--- src/rtl/dpm_pkg.sv ---
// Package dpm_pkg
// Purpose: shared mode encoding of the debug port mode controller.
// Assumes: the code values are visible on the top-level mode port, so
//          they must stay fixed.
package dpm_pkg;

    localparam int MODE_W = 2;

    typedef enum logic [MODE_W-1:0] {
        MODE_RESET  = 2'd0,
        MODE_NORMAL = 2'd1,
        MODE_CENSOR = 2'd2,
        MODE_STOP   = 2'd3
    } dpm_mode_t;

    // Select the running mode from the censorship flag.
    function automatic dpm_mode_t run_mode(input logic censored);
        return censored ? MODE_CENSOR : MODE_NORMAL;
    endfunction

endpackage

--- src/rtl/dpm_mode_fsm.sv ---
// Module dpm_mode_fsm
// Purpose: holds the port mode register and moves between reset,
//          normal, censored and stop.
// Assumes: rst_n and tap_tlr are already synchronous to clk; the stop
//          handshake is handled by dpm_stop_hs, which only watches this
//          register.
module dpm_mode_fsm
    import dpm_pkg::*;
(
    input  logic      clk,
    input  logic      rst_n,
    input  logic      tap_tlr,
    input  logic      censor_en,
    input  logic      stop_req,
    output dpm_mode_t mode
);

    dpm_mode_t mode_q;
    dpm_mode_t mode_d;

    // Next-mode selection from the current mode and the inputs.
    always_comb begin
        mode_d = mode_q;
        unique case (mode_q)
            MODE_RESET:  mode_d = run_mode(censor_en);
            MODE_NORMAL,
            MODE_CENSOR: mode_d = stop_req ? MODE_STOP : run_mode(censor_en);
            MODE_STOP:   mode_d = stop_req ? MODE_STOP : run_mode(censor_en);
            default:     mode_d = MODE_RESET;
        endcase
        if (tap_tlr) begin
            mode_d = MODE_RESET;
        end
    end

    // Mode register with synchronous power-on reset.
    always_ff @(posedge clk) begin
        if (!rst_n) begin
            mode_q <= MODE_RESET;
        end else begin
            mode_q <= mode_d;
        end
    end

    assign mode = mode_q;

endmodule

--- src/rtl/dpm_stop_hs.sv ---
// Module dpm_stop_hs
// Purpose: stop handshake. It raises the acknowledge once the port is
//          in stop mode, no monitored bus transfer is in flight and the
//          message queue has drained, then holds it until the request
//          goes away.
// Assumes: bus_busy and queue_empty come from logic on the same clock.
module dpm_stop_hs
    import dpm_pkg::*;
(
    input  logic      clk,
    input  logic      rst_n,
    input  logic      tap_tlr,
    input  dpm_mode_t mode,
    input  logic      stop_req,
    input  logic      bus_busy,
    input  logic      queue_empty,
    output logic      stop_ack
);

    logic ack_q;
    logic drained;
    logic abort;

    // Pending work is finished when the bus is idle and the queue empty.
    assign drained = !bus_busy && queue_empty;

    // Leaving stop or entering reset drops the handshake.
    assign abort = tap_tlr || (mode != MODE_STOP) || !stop_req;

    // Acknowledge register: set on drain, held, cleared on abort.
    always_ff @(posedge clk) begin
        if (!rst_n) begin
            ack_q <= 1'b0;
        end else if (abort) begin
            ack_q <= 1'b0;
        end else if (drained) begin
            ack_q <= 1'b1;
        end
    end

    assign stop_ack = ack_q;

endmodule

--- src/rtl/dpm_access_gate.sv ---
// Module dpm_access_gate
// Purpose: gates the trace stream and memory-mapped accesses by mode
//          and censorship, and registers an error status for an access
//          refused under censorship.
// Assumes: censor_en is stable within a cycle; the gates are
//          combinational so that censorship blocks in the same cycle.
module dpm_access_gate
    import dpm_pkg::*;
(
    input  logic      clk,
    input  logic      rst_n,
    input  dpm_mode_t mode,
    input  logic      censor_en,
    input  logic      trace_in,
    input  logic      mem_req,
    output logic      trace_out,
    output logic      mem_grant,
    output logic      mem_err
);

    logic trace_mode_ok;
    logic mem_mode_ok;
    logic err_q;

    // Trace may leave in normal mode and while draining for stop.
    assign trace_mode_ok = (mode == MODE_NORMAL) || (mode == MODE_STOP);

    // New memory accesses are forwarded only in normal mode.
    assign mem_mode_ok = (mode == MODE_NORMAL);

    // Censorship overrides both gates at once.
    assign trace_out = trace_in && trace_mode_ok && !censor_en;
    assign mem_grant = mem_req && mem_mode_ok && !censor_en;

    // Error status for a refused access, one cycle after the request.
    always_ff @(posedge clk) begin
        if (!rst_n) begin
            err_q <= 1'b0;
        end else begin
            err_q <= mem_req && censor_en && (mode != MODE_RESET);
        end
    end

    assign mem_err = err_q;

endmodule

--- src/rtl/dbg_port_mode_ctl.sv ---
// Module dbg_port_mode_ctl
// Purpose: mode controller of a debug and trace port reached through a
//          JTAG TAP. It drives the port reset, the pin enables, the
//          censorship gates and the stop handshake.
// Assumes: every input is synchronous to clk; rst_n is the power-on
//          reset, low active and synchronous.
module dbg_port_mode_ctl
    import dpm_pkg::*;
(
    input  logic              clk,
    input  logic              rst_n,
    input  logic              tap_tlr,
    input  logic              tap_owner_en,
    input  logic              censor_en,
    input  logic              stop_req,
    input  logic              bus_busy,
    input  logic              queue_empty,
    input  logic              trace_in,
    input  logic              mem_req,
    output logic [MODE_W-1:0] mode,
    output logic              port_rst_n,
    output logic              queue_flush,
    output logic              tdo_oe,
    output logic              jtag_in_en,
    output logic              aux_in_use,
    output logic              trace_out,
    output logic              mem_grant,
    output logic              mem_err,
    output logic              stop_ack
);

    dpm_mode_t mode_cur;
    logic      in_reset;

    // Mode register.
    dpm_mode_fsm u_fsm (
        .clk       (clk),
        .rst_n     (rst_n),
        .tap_tlr   (tap_tlr),
        .censor_en (censor_en),
        .stop_req  (stop_req),
        .mode      (mode_cur)
    );

    // Stop handshake.
    dpm_stop_hs u_stop (
        .clk         (clk),
        .rst_n       (rst_n),
        .tap_tlr     (tap_tlr),
        .mode        (mode_cur),
        .stop_req    (stop_req),
        .bus_busy    (bus_busy),
        .queue_empty (queue_empty),
        .stop_ack    (stop_ack)
    );

    // Trace and memory gating.
    dpm_access_gate u_gate (
        .clk       (clk),
        .rst_n     (rst_n),
        .mode      (mode_cur),
        .censor_en (censor_en),
        .trace_in  (trace_in),
        .mem_req   (mem_req),
        .trace_out (trace_out),
        .mem_grant (mem_grant),
        .mem_err   (mem_err)
    );

    // Reset-side enables derived from the registered mode.
    assign in_reset    = (mode_cur == MODE_RESET);
    assign port_rst_n  = !in_reset;
    assign queue_flush = in_reset;
    assign jtag_in_en  = !in_reset;
    assign aux_in_use  = !in_reset;
    assign tdo_oe      = tap_owner_en && !in_reset;
    assign mode        = mode_cur;

endmodule

--- config.mk ---
export PLATFORM = sky130hd
export DESIGN_NAME = dbg_port_mode_ctl
export DESIGN_NICKNAME = d
export VERILOG_FILES = /design/src/rtl/dpm_pkg.sv /design/src/rtl/dpm_mode_fsm.sv /design/src/rtl/dpm_stop_hs.sv /design/src/rtl/dpm_access_gate.sv /design/src/rtl/dbg_port_mode_ctl.sv
export SDC_FILE = /design/constraint.sdc
export NUM_CORES = 1
export LEC_CHECK = 0
export ABC_AREA = 0
export ABC_CLOCK_PERIOD_IN_PS = 1400
export BUFFER_PORTS_ARGS = -buffer_cell sky130_fd_sc_hd__buf_2
export CAP_MARGIN = 20
export CORE_AREA = 8 8 45 47
export CTS_BUF_LIST = sky130_fd_sc_hd__clkbuf_16
export DETAILED_ROUTE_END_ITERATION = 10
export DIE_AREA = 0 0 53 55
export PLACE_DENSITY = 0.39
export SETUP_SLACK_MARGIN = 0.02
export SLEW_MARGIN = 25
export SYNTH_ARGS = -nofsm -noshare
export SYNTH_HDL_FRONTEND = slang
export SYNTH_SLANG_ARGS = --single-unit
--- constraint.sdc ---
create_clock -name clk -period 1.4 [get_ports clk]
set_input_delay 0 -clock clk [delete_from_list [all_inputs] [get_ports clk]]
set_output_delay 0 -clock clk [all_outputs]
set_load 0.02 [all_outputs]
After elaboration in Yosys (flattened, before gate mapping). Cells that the tools add are included.

Reductions and logical operators: 20. Bitwise gates (word level): 1. Equal/unequal tests: 4. Multiplexer cells: 3.

Operator list (number): $logic_and A1 B1 Y1 (8); $eq A2 B2 Y1 const B (2); $logic_not A1 Y1 (4); $mux W2 (2); $pmux W2 S2 (1); $reduce_or A2 Y1 (2); $logic_or A1 B1 Y1 (3); $reduce_or A3 Y1 (1); $eq A2 B1 Y1 const B (1); $logic_not A2 Y1 (1); $ne A2 B2 Y1 const B (1); $reduce_bool A2 Y1 (1); $not A1 Y1 (1).

Bits of input ports: 10. Word-level logic and storage cells: 31. Flip-flop bits (word level): 4. Output and inout bits: 11.

Longest topological paths before layout.
Depth after elaboration: 4. Gate-level depth with buffers: 3. Depth with buffers taken out: 2.

Hierarchy. From an unflattened synthesis, not the netlist that was laid out.

Cell total of the unflattened synthesis: 21. Area total of the unflattened synthesis: 198.9 um2.

By module, submodules not included: dpm_mode_fsm (cells each 7, area an instance 65.1 um2, seq. area each 40.0 um2, times used 1); dpm_access_gate (cells each 4, area an instance 52.6 um2, seq. area each 20.0 um2, times used 1); dpm_stop_hs (cells each 5, area an instance 48.8 um2, seq. area each 20.0 um2, times used 1); dbg_port_mode_ctl (cells each 5, area an instance 32.5 um2, seq. area each 0.0 um2, times used 1).

Worst setup path after synthesis. OpenSTA, ideal clock, no wires.

Path type: register to output. Start: reg u_fsm.mode_q[1] (netlist: u_fsm.mode[1]). End: out jtag_in_en. Buffers on the path: 1. Cell stages (with the launch flop): 4. Data arrival time: 1.259 ns. Path slack: 0.141 ns. Required time: 1.400 ns. Cell sequence: dfxtp_1 nor2_1 inv_1 buf_4.

Word-level cells in the longest chain between the ends: 2.

Ends and longest elaborated chain: start: declaration (RTL line dpm_mode_fsm.sv:18) `dpm_mode_t mode_q;`; start signal: assignment (RTL line dpm_mode_fsm.sv:41) `mode_q <= mode_d;`; $logic_not A2 Y1 (RTL line dbg_port_mode_ctl.sv:71) `assign in_reset = (mode_cur == MODE_RESET);`; via queue_flush (RTL line dbg_port_mode_ctl.sv:22) `output logic queue_flush,`; $logic_not A1 Y1; end: declaration (RTL line dbg_port_mode_ctl.sv:24) `output logic jtag_in_en,`.

The timed path passes the listed nets, and every way through them passes these cells.

Worst setup path after layout.
Start: in censor_en. End: out mem_grant.

Word-level cells in the longest chain between the ends: 2.

Ends and longest elaborated chain: start: declaration (RTL line dbg_port_mode_ctl.sv:14) `input logic censor_en,`; $logic_not A1 Y1 (RTL line dpm_access_gate.sv:33) `assign mem_grant = mem_req && mem_mode_ok && !censor_en;`; $logic_and A1 B1 Y1 (RTL line dpm_access_gate.sv:33); end: declaration (RTL line dbg_port_mode_ctl.sv:27) `output logic mem_grant,`.

No other way between the ends.

==> summary.md <==
| Metric | Value |
|---|---|
| Flip-flop and latch count after synthesis | 4 |
| Nets | 56 |
| Routed Antenna Nets | 0 |
| Vias in the first global route | about 220 |
| Share of layout cells above drive strength 1 | 0.568 |
| GRT Util Overall | 0.0502 |
| Synth Cell Area | roughly 190 sq um |
| Max Cap Viol | 0 |
| Max Fclk | between 900 and 1000 MHz |
| Synth top area share | 0.424 |
| CP bufs+invs | 3 |
| Clock skew | roughly 0.0023 ns |
| Total grt overflow | 0 |
| Worst path depth | 4 |
| Period minus WS final | 1.10 ns |
| Endpoints failing setup | 0 |
| Peak supply drop | between 0.0005 and 0.0006 V |
| Worst Hold Depth | 3 |
| Worst R2R Setup Slack | about 0.62 ns |
| Register area share after synthesis | 0.424 |
| I/O pins | 21 |
| Yosys Warn Count | 0 |
| Net switching power | ~0.12 mW |
| Clock power share | 0.703 |
| Final routed DRC violation total | 0 |
| Pin count of the biggest net entering global routing | 7 |
| Sw Share | 0.194 |
| FF-to-FF path depth | 2 |
| Non-filler cells in the finished layout | 60 |
| Worst setup SP type | input pin |
| Root Buffer | clkbuf_16 |
| First-pass GRT wire length | roughly 970 um |
| Max-slew headroom | 0.845 |
| Final Cycle Share | 0.785 |
| Critical Path Slowest Stage Cell | dlygate4sd3_1 |
| RSZ-0062 raised after global routing | no |
| DRT Pass-1 Iters | 4 |
| HPWL Detailed | between 500 and 600 um |
| H-tree levels | 1 |
| Final setup TNS | 0 ns |
| P_int | roughly 0.51 mW |
| Gpl congestion | 0.651 |
| Core area | 1380 sq um |
| Syn Nets | 32 |
| Top cells by area, synth | dfxtp_1 (42%), buf_4 (7.9%), a211oi_2 (6.6%), and4bb_2 (6.6%), nand2b_1 (6.6%) |
| Most frequent cell on the critical path | buf_2 |
| Distinct cell type count after synthesis | 12 |
| Number of core rows | 14 |
| Die area | approximately 2900 sq um |
| Clock Path Buffers | 2 |
| Kind of cell adding the most delay to the critical path | buffers and inverters |
| Worst hold path type | in2reg |
| Reg clk slew, reported paths | ~0.03 ns |
| Initial antenna violation count | 0 |
| Seq pwr share | 0.192 |
| Pwr Density | roughly 1700 nW/um^2 |
| Ant. Diodes | 0 |
| Via density | between 3 and 4 |
| Crit. End Element | output pin |
| Arrival @ worst endpoint | between 1 and 1.5 ns |
| TritonCTS buffer count | 3 |
| Layout area overhead | 101% |
| I/O Buffers | 20 |
| Clock Latency Late Sink | around 0.22 ns |
| Avg Inst Size Synth | approximately 8.6 sq um |
| Post-Syn Instances | 22 |
| Critical path class | in2out |
| CTS tree | yes |
| PostCTS Resize Cnt | 0 |
| DR iter-0 viols | 2 |
| Final wirelength | about 670 um |
| Cell total after placement | 56 |
| Static leakage | 0.202 nW |
| Via count | between 200 and 250 |
| Synth area leader | dfxtp_1 |
| Critical Path Max Stage Delay | around 0.53 ns |
| Final Hold Viols | 0 |
| Combinational power share | 0.105 |
| CP cell instances | dlygate4sd3_1 > buf_2 > and4bb_2 > buf_2 |
| Slew @ Worst Pin | 0.232 ns |
| Status | complete, no violations |
| Crit path max fanout | 4 |
| Starting Density | 0.137 |
| Chip height | approximately 55 um |
| Avg WL per Cell | ~11 um |
| Slew Limit Fails | 0 |
| Critical path required time | 1.40 ns |
| Sink Count | 4 |
| Die width | 53 um |
flip-flops by register name, summed over array words and instances, names as in the netlist:
signal,count
u_gate.mem_err,1
u_fsm.mode,2
u_stop.stop_ack,1
cells by family after synthesis:
logic type / share of synthesized area
AOI/OAI and AO/OA: 0.146
buffers and inverters: 0.139
DFF: 0.424
and+or+nand+nor: 0.291
power by group through the flow:
stage | Combinational (mW) | Sequential (mW) | Clock, mW
finish | 0.0663 | 0.122 | 0.445
global route | 0.0730 | 0.122 | 0.463
CTS | 0.0673 | 0.122 | 0.449
detailed placement | 0.0649 | 0.123 | 0
global placement | 0.0663 | 0.123 | 0
floorplan | 0.0362 | 0.127 | 0
layout by cell type (no fill, tap or decap):
cell type and count:
dfxtp_1 4, inv_1 3, buf_2 20, nand3_1 2, clkbuf_16 3, a211oi_2 1, nor2b_1 1, and3_1 1
and4bb_2 1, nand2b_1 2, dlygate4sd3_1 1, a21oi_1 2, o21ai_0 1, nor2_1 2
worst reg2reg max path, stage by stage (launching register included):
cell and delay [ns]:
dfxtp_1 0.33, o21ai_0 0.23, a21oi_1 0.10
synth_stat cells:
cell type	n
buf_4	2
nand3_1	2
nor2_1	2
a21oi_1	2
a211oi_2	1
inv_1	3
and4bb_2	1
dfxtp_1	4
o21ai_0	1
nand2b_1	2
nor2b_1	1
and3_1	1
layer usage:
layer  global-route usage  vias up  share of wire
met2               0.0391       17           0.32
met4               0.0388        0          0.017
met3               0.0615        2           0.20
met1               0.0606       90           0.47
met5                    0        -              0
li1                     -      117              -
what timing repair did:
action	in CTS	in global routing
hold buffers	1	0
endpoints found under the hold margin	1	0
setup buffers	0	0
final timing paths:
kind / startpoint / end
min reg2reg: u_stop.stop_ack / u_stop.stop_ack
max: censor_en / mem_grant
max reg2reg: u_fsm.mode[1] / u_fsm.mode[0]
min: rst_n / u_gate.mem_err
cell type report:
cell class	instances	area, sq um
fillers	160	1000
repair buffers	21	110
multi-input cells	13	82.6
flip-flops and latches	4	80.1
clock buffers	3	75.1
well taps	16	20.0
inverters	3	11.3
metrics by stage:
stage | total power [mW] | setup slack (ns) | util | hold slack [ns] | area, sq um
floorplan | 0.163 | 0.141 | - | 0.0919 | 189
global placement | 0.189 | 0.565 | 0.212 | 0.251 | 294
detailed placement | 0.188 | 0.600 | 0.212 | 0.229 | 294
CTS | 0.638 | 0.308 | 0.274 | 0.0242 | 379
global route | 0.658 | 0.222 | 0.274 | 0.0465 | 379
finish | 0.633 | 0.301 | 0.274 | 0.0211 | 379
No activity file was read; power rests on OpenSTA's default activity.
